**src/rtl/lcdt_pkg.sv**
```systemverilog
package lcdt_pkg;
   typedef enum logic {
      ST_IDLE = 1'b0,
      ST_RUN  = 1'b1
   } lcdt_state_e;

   // bit positions inside the configuration and control words
   localparam int unsigned BIT_INV_HS  = 11;
   localparam int unsigned BIT_FALL    = 10;
   localparam int unsigned BIT_INV_DE  = 9;
   localparam int unsigned BIT_INV_VS  = 8;
   localparam int unsigned BIT_RUN_EN  = 3;
   localparam int unsigned BIT_STOP_RQ = 4;
   localparam int unsigned HI_LSB      = 16;
endpackage

```
**src/rtl/lcdt_axis_ctr.sv**
```systemverilog
module lcdt_axis_ctr #(
   parameter int unsigned W = 16
) (
   input  logic         clk,
   input  logic         rst_n,
   input  logic         clr,
   input  logic         step,
   input  logic [W-1:0] last_val,
   output logic [W-1:0] cnt,
   output logic         at_last
);
   generate
      if (W < 2) begin : g_bad_w
         $error("lcdt_axis_ctr: W must be at least 2");
      end
   endgenerate

   assign at_last = (cnt == last_val);

   always_ff @(posedge clk or negedge rst_n) begin
      if (!rst_n)       cnt <= '0;
      else if (clr)     cnt <= '0;
      else if (step)    cnt <= at_last ? '0 : cnt + 1'b1;
   end

   AST_HOLD_NO_STEP: assert property (@(posedge clk) disable iff (!rst_n)
      (!step && !clr) |=> $stable(cnt));
endmodule

```
**src/rtl/lcdt_window.sv**
```systemverilog
module lcdt_window #(
   parameter int unsigned W = 16
) (
   input  logic [W-1:0] pos,
   input  logic [W-1:0] sync_w,
   input  logic [W-1:0] beg,
   input  logic [W-1:0] fin,
   output logic         in_sync,
   output logic         in_act
);
   always_comb begin
      in_sync = (pos < sync_w);
      in_act  = (pos >= beg) && (pos < fin);
   end
endmodule

```
**src/rtl/lcd_timing_gen.sv**
```systemverilog
module lcd_timing_gen
   import lcdt_pkg::*;
#(
   parameter int unsigned CW = 16,
   parameter int unsigned SW = 10
) (
   input  logic          clk,
   input  logic          rst_n,
   input  logic          pix_tick,
   input  logic [31:0]   cfg_word,
   input  logic [SW-1:0] hsync_w,
   input  logic [SW-1:0] vsync_w,
   input  logic [31:0]   total_word,
   input  logic [31:0]   hact_word,
   input  logic [31:0]   vact_word,
   input  logic [31:0]   ctrl_word,
   input  logic          stat_clr,
   output logic          lcd_hsync,
   output logic          lcd_vsync,
   output logic          lcd_de,
   output logic          lcd_fall_edge,
   output logic          pix_qual,
   output logic [CW-1:0] h_cnt,
   output logic [CW-1:0] v_cnt,
   output logic          stat_idle
);
   localparam int unsigned NAX = 2;

   generate
      if (CW > 16 || CW < 2) begin : g_bad_cw
         $error("lcd_timing_gen: CW must lie in 2..16");
      end
      if (SW > CW) begin : g_bad_sw
         $error("lcd_timing_gen: SW may not exceed CW");
      end
   endgenerate

   lcdt_state_e state_q;
   logic        stat_q;

   // shadow copy of the configuration, refreshed at frame start
   logic [CW-1:0] sh_tot [NAX];
   logic [CW-1:0] sh_sw  [NAX];
   logic [CW-1:0] sh_beg [NAX];
   logic [CW-1:0] sh_fin [NAX];
   logic          sh_inv_hs, sh_inv_vs, sh_inv_de, sh_fall;

   logic [CW-1:0] cnt     [NAX];
   logic [CW-1:0] lim     [NAX];
   logic [NAX-1:0] at_last, step, in_sync, in_act;

   logic running, frame_end, stop_now, start_now, shadow_ld, ctr_clr;

   assign running   = (state_q == ST_RUN);
   assign frame_end = running && pix_tick && at_last[0] && at_last[1];
   assign stop_now  = frame_end && ctrl_word[BIT_STOP_RQ];
   assign start_now = !running && !stat_q && ctrl_word[BIT_RUN_EN]
                      && !ctrl_word[BIT_STOP_RQ];
   assign shadow_ld = !running || frame_end;
   assign ctr_clr   = !running || stop_now;

   always_ff @(posedge clk or negedge rst_n) begin
      if (!rst_n) begin
         state_q <= ST_IDLE;
         stat_q  <= 1'b0;
      end else begin
         if (running) begin
            if (stop_now) begin
               state_q <= ST_IDLE;
               stat_q  <= 1'b1;
            end
         end else if (stat_q) begin
            if (stat_clr) stat_q <= 1'b0;
         end else if (start_now) begin
            state_q <= ST_RUN;
         end
      end
   end

   always_ff @(posedge clk or negedge rst_n) begin
      if (!rst_n) begin
         for (int a = 0; a < NAX; a++) begin
            sh_tot[a] <= '0;
            sh_sw[a]  <= '0;
            sh_beg[a] <= '0;
            sh_fin[a] <= '0;
         end
         sh_inv_hs <= 1'b0;
         sh_inv_vs <= 1'b0;
         sh_inv_de <= 1'b0;
         sh_fall   <= 1'b0;
      end else if (shadow_ld) begin
         sh_tot[0] <= total_word[HI_LSB +: CW];
         sh_tot[1] <= total_word[CW-1:0];
         sh_sw[0]  <= CW'(hsync_w);
         sh_sw[1]  <= CW'(vsync_w);
         sh_beg[0] <= hact_word[HI_LSB +: CW];
         sh_fin[0] <= hact_word[CW-1:0];
         sh_beg[1] <= vact_word[HI_LSB +: CW];
         sh_fin[1] <= vact_word[CW-1:0];
         sh_inv_hs <= cfg_word[BIT_INV_HS];
         sh_inv_vs <= cfg_word[BIT_INV_VS];
         sh_inv_de <= cfg_word[BIT_INV_DE];
         sh_fall   <= cfg_word[BIT_FALL];
      end
   end

   assign step[0] = running && pix_tick;
   assign step[1] = step[0] && at_last[0];

   generate
      for (genvar a = 0; a < NAX; a++) begin : g_axis
         assign lim[a] = sh_tot[a] - 1'b1;

         lcdt_axis_ctr #(.W(CW)) u_ctr (
            .clk      (clk),
            .rst_n    (rst_n),
            .clr      (ctr_clr),
            .step     (step[a]),
            .last_val (lim[a]),
            .cnt      (cnt[a]),
            .at_last  (at_last[a])
         );

         lcdt_window #(.W(CW)) u_win (
            .pos     (cnt[a]),
            .sync_w  (sh_sw[a]),
            .beg     (sh_beg[a]),
            .fin     (sh_fin[a]),
            .in_sync (in_sync[a]),
            .in_act  (in_act[a])
         );
      end
   endgenerate

   assign h_cnt         = cnt[0];
   assign v_cnt         = cnt[1];
   assign lcd_hsync     = (running && in_sync[0]) ^ sh_inv_hs;
   assign lcd_vsync     = (running && in_sync[1]) ^ sh_inv_vs;
   assign lcd_de        = (running && in_act[0] && in_act[1]) ^ sh_inv_de;
   assign lcd_fall_edge = sh_fall;
   assign pix_qual      = running && pix_tick;
   assign stat_idle     = stat_q;

   logic unused_bits;
   assign unused_bits = ^{cfg_word, ctrl_word, total_word, hact_word, vact_word};

   AST_STAT_AT_FRAME_END: assert property (@(posedge clk) disable iff (!rst_n)
      $rose(stat_q) |-> $past(frame_end && ctrl_word[BIT_STOP_RQ]));
   AST_IDLE_AT_ZERO: assert property (@(posedge clk) disable iff (!rst_n)
      !running |-> (h_cnt == '0 && v_cnt == '0));
   AST_STOPPED_STAYS: assert property (@(posedge clk) disable iff (!rst_n)
      (stat_q && !running) |=> !running);
   AST_SHADOW_HELD: assert property (@(posedge clk) disable iff (!rst_n)
      (running && !frame_end) |=> ($stable(sh_sw[0]) && $stable(sh_tot[0])));
   AST_VSTEP_ON_WRAP: assert property (@(posedge clk) disable iff (!rst_n)
      (running && !(pix_tick && at_last[0])) |=> $stable(v_cnt));
endmodule

```
**config.mk**
```make
export PLATFORM = sky130hd
export DESIGN_NAME = lcd_timing_gen
export DESIGN_NICKNAME = d
export VERILOG_FILES = /design/src/rtl/lcdt_pkg.sv /design/src/rtl/lcdt_axis_ctr.sv /design/src/rtl/lcdt_window.sv /design/src/rtl/lcd_timing_gen.sv
export SDC_FILE = /design/constraint.sdc
export NUM_CORES = 1
export LEC_CHECK = 0
export CAP_MARGIN = 20
export CORE_MARGIN = 2
export CORE_UTILIZATION = 35
export CTS_CLUSTER_SIZE = 28
export DETAILED_ROUTE_END_ITERATION = 10
export PLACE_DENSITY = 0.64
export SLEW_MARGIN = 5
export SYNTH_ARGS = -nofsm -noshare
export SYNTH_HDL_FRONTEND = slang
export SYNTH_SLANG_ARGS = --single-unit
```
**constraint.sdc**
```tcl
create_clock -name clk -period 10.3 [get_ports clk]
set_clock_uncertainty 0.2 [all_clocks]
set_input_delay 1.545 -clock clk [delete_from_list [all_inputs] [get_ports clk]]
set_output_delay 1.545 -clock clk [all_outputs]
set_load 0.02 [all_outputs]
```
==> summary.md <==
| Metric | Value |
|---|---|
| Vias in the first global route | `7200` |
| Comb power frac | `28.5%` |
| Clock power frac | `30.2%` |
| Num CTS Buffers | `17` |
| Post-CTS sizing | `0` |
| RSZ-0062 raised after global routing | `false` |
| CTS Buffer Depth | `2` |
| Post-CTS Setup Bufs | `0` |
| Register area share after synthesis | `39.65%` |
| Distinct cells, synth | `64` |
| First-pass DRT Iterations | `5` |
| Most common cell in the synthesized netlist | `dfrtp_1` |
| Initial Util | `35.86%` |
| Synth area leader | `dfrtp_1` |
| Core Footprint | `27100 um^2` |
| TNS Setup | `0 ns` |
| Row cnt | `60` |
| Initial DRC count | `340` |
| Fmax | `182.6 MHz` |
| CTS tree | `done` |
| Die Wd | `170.6 um` |
| Min cycle time layout | `5.476 ns` |
| First-pass GRT wire length | `39.74 mm` |
| Yosys reg bits | `154` |
| Total Routing Usage GR | `17.66%` |
| Post-synth EDFFs | `0` |
| Post-route antenna net violation count | `0` |
| Port-buffer cells | `163` |
| CTS H-tree depth | `4` |
| Die Height | `170.6 um` |
| P_int | `1.458 mW` |
| Slew HR | `34.08%` |
| Syn Area/Cell | `10.69 um^2` |
| Place WS | `4.883 ns` |
| Final net count | `1329` |
| I/O pins | `222` |
| Top cell type's share of synthesized area | `39.65%` |
| Final Max Tran Viols | `0` |
| Overflow after GRT | `0` |
| Final worst-path setup slack | `4.824 ns` |
| CTS root buffer | `clkbuf_16` |
| DRC viols | `0` |
| Pwr per Cell Area | `174.8 nW/um^2` |
| Max-cap violations | `0` |
| WL final | `25.05 mm` |
| Clock transition at the registers of the reported paths | `0.07 ns` |
| Clk_lat worst skew | `0.42 ns` |
| Critical Path End Type | `primary output` |
| Required time worst endpoint | `8.56 ns` |
| Max VDD drop | `0.1055 mV` |
| Sw frac | `31.63%` |
| Synth Flop Type | `dfrtp_1` |
| Cts hold-fix bufs | `0` |
| Final RePlAce weighted congestion | `0.8460` |
| Mapped Cells | `909` |
| Leakage power | `5.531 nW` |
| Dpl cell area | `11590 um^2` |
| Final setup vio count | `0` |
| Vias per Instance | `5.008` |
| Antenna violations before repair | `2` |
| Layout cells sized above 1 | `15.08%` |
| YS warnings | `0` |
| Setup crit start kind | `flip-flop` |
| Critical path fanouts, max | `7` |
| P_sw | `0.6746 mW` |
| Vias | `7251` |
| Mapped cell area | `9718 um^2` |
| Die ar. | `29110 um^2` |
| CP Data Arrival Time | `3.73 ns` |
| Largest net degree at the start of global routing | `88` |
| Clk sinks | `154` |
| HP Class | `reg -> reg` |
| Tightest Pin Transition | `0.9888 ns` |
| Mapped Nets | `1177` |
| Sequential share of power | `41.4%` |
| Syn-to-layout area delta | `25.53%` |
| Async set-reset flop share out of synthesis | `100.0%` |
| WL per Instance | `17.30 um` |
| Synth top cells by count | `dfrtp_1, inv_1, ha_1` |
| Final hold vios | `0` |
| Part of the cycle the worst path needs | `53.17%` |
| Hold_ws | `0.3061 ns` |
| Crit path kind | `reg -> out` |
| Final instance area | `12200 um^2` |
| Status | `complete, no violations` |
| Synth area leaders | `dfrtp_1, ha_1, mux2_4` |
| Post-DP HPWL | `18.23 mm` |
-- power groups by stage --
stage	Combinational, mW	Sequential [mW]	Clock [mW]
5_1_grt	0.683	0.908	0.687
2_1_floorplan	0.433	0.852	0
4_1_cts	0.615	0.884	0.663
6_report	0.607	0.882	0.643
3_3_place_gp	0.587	0.890	0
3_5_place_dp	0.610	0.892	0
-- metal layers --
layer	track usage, %	share of wire (%)	wire, um	up-vias
met5	0	0	0	-
met4	6.057	1.9	466	0
met3	3.331	4.8	1206	22
met2	28.29	47	11670	182
met1	23.94	47	11710	3495
li1	-	-	-	3552
-- worst paths after layout --
kind / from / slack, ns / cells past startpoint / end
max in group asynchronous: rst_n / 7.51 / 2 / sh_tot[14]
min: sh_fin[9] / 0.31 / 1 / sh_fin[9]
min in group asynchronous: rst_n / 0.98 / 1 / sh_fin[17]
max: g_axis[1].u_ctr.cnt[0] / 4.82 / 11 / lcd_de
max reg2reg: sh_tot[16] / 5.30 / 11 / sh_sw[8]
min reg2reg: sh_fin[9] / 0.31 / 1 / sh_fin[9]
-- stage by stage --
step	instances	total power [mW]	util [%]
after floorplan	909	1.285	-
after global placement	1414	1.477	42.77
after detailed placement	1414	1.503	42.77
after CTS	1446	2.162	45.00
after global routing	1448	2.278	45.01
final	1448	2.133	45.01
-- area by class of cell --
class,count,area (um^2)
clock inverter,14,162.7
multi-input combinational,629,5265
tap,372,465.4
fill,2584,14900
clock buffer,18,439.2
sequential,154,3854
timing repair buffer,167,1663
inverter,92,345.3
antenna,2,5.005
-- state kept, by name, indices dropped and copies added (netlist names) --
| name | flops |
|---|---|
| sh_fin | 32 |
| sh_inv_de | 1 |
| sh_sw | 20 |
| sh_beg | 32 |
| stat_idle | 1 |
| running | 1 |
| sh_tot | 32 |
| sh_inv_hs | 1 |
| g_axis.u_ctr.cnt | 32 |
| sh_inv_vs | 1 |
| lcd_fall_edge | 1 |
-- cells by family (layout without fill, tap and decap cells) --
family          Yosys count  after routing  share of synthesized area (%)
flops                   154            154                          39.65
other cells               0              2                              0
fa+ha+maj                84             84                          10.82
xor+xnor                 55             55                          4.957
simple gates            215            215                          12.00
mux                     120            120                          15.84
compound gates          155            155                          10.57
buf+inv                 126            291                          6.167
-- critical path, stage by stage (launching register included) --
cell,delay [ns]
dfrtp_1,0.53
inv_1,0.14
ha_1,0.30
nand2b_1,0.14
a21o_1,0.19
a211oi_1,0.28
o21bai_1,0.16
a2111oi_0,0.45
o221a_2,0.29
nor3_1,0.07
xor2_1,0.15
clkdlybuf4s50_1,0.62
-- layout by cell type, fill, tap and decap left out, types with 6 or more instances in the layout --
master | Yosys | layout
nor3_1 | 16 | 16
a21o_1 | 22 | 22
nand4_1 | 14 | 14
ha_1 | 84 | 84
mux2_4 | 50 | 50
nand2_1 | 33 | 33
a211oi_1 | 15 | 15
a21oi_1 | 27 | 27
inv_1 | 92 | 92
xnor2_1 | 39 | 39
o21ai_0 | 29 | 29
nand2b_1 | 15 | 15
xor2_1 | 16 | 16
clkbuf_16 | 0 | 17
and3_1 | 15 | 15
mux2_1 | 6 | 6
dfrtp_1 | 154 | 154
a31oi_1 | 22 | 22
nand3_1 | 27 | 27
clkdlybuf4s50_1 | 0 | 162
nand3b_1 | 6 | 6
mux2_2 | 64 | 64
nor4_1 | 11 | 11
nor2_1 | 47 | 47
No activity file was read; power rests on OpenSTA's default activity.
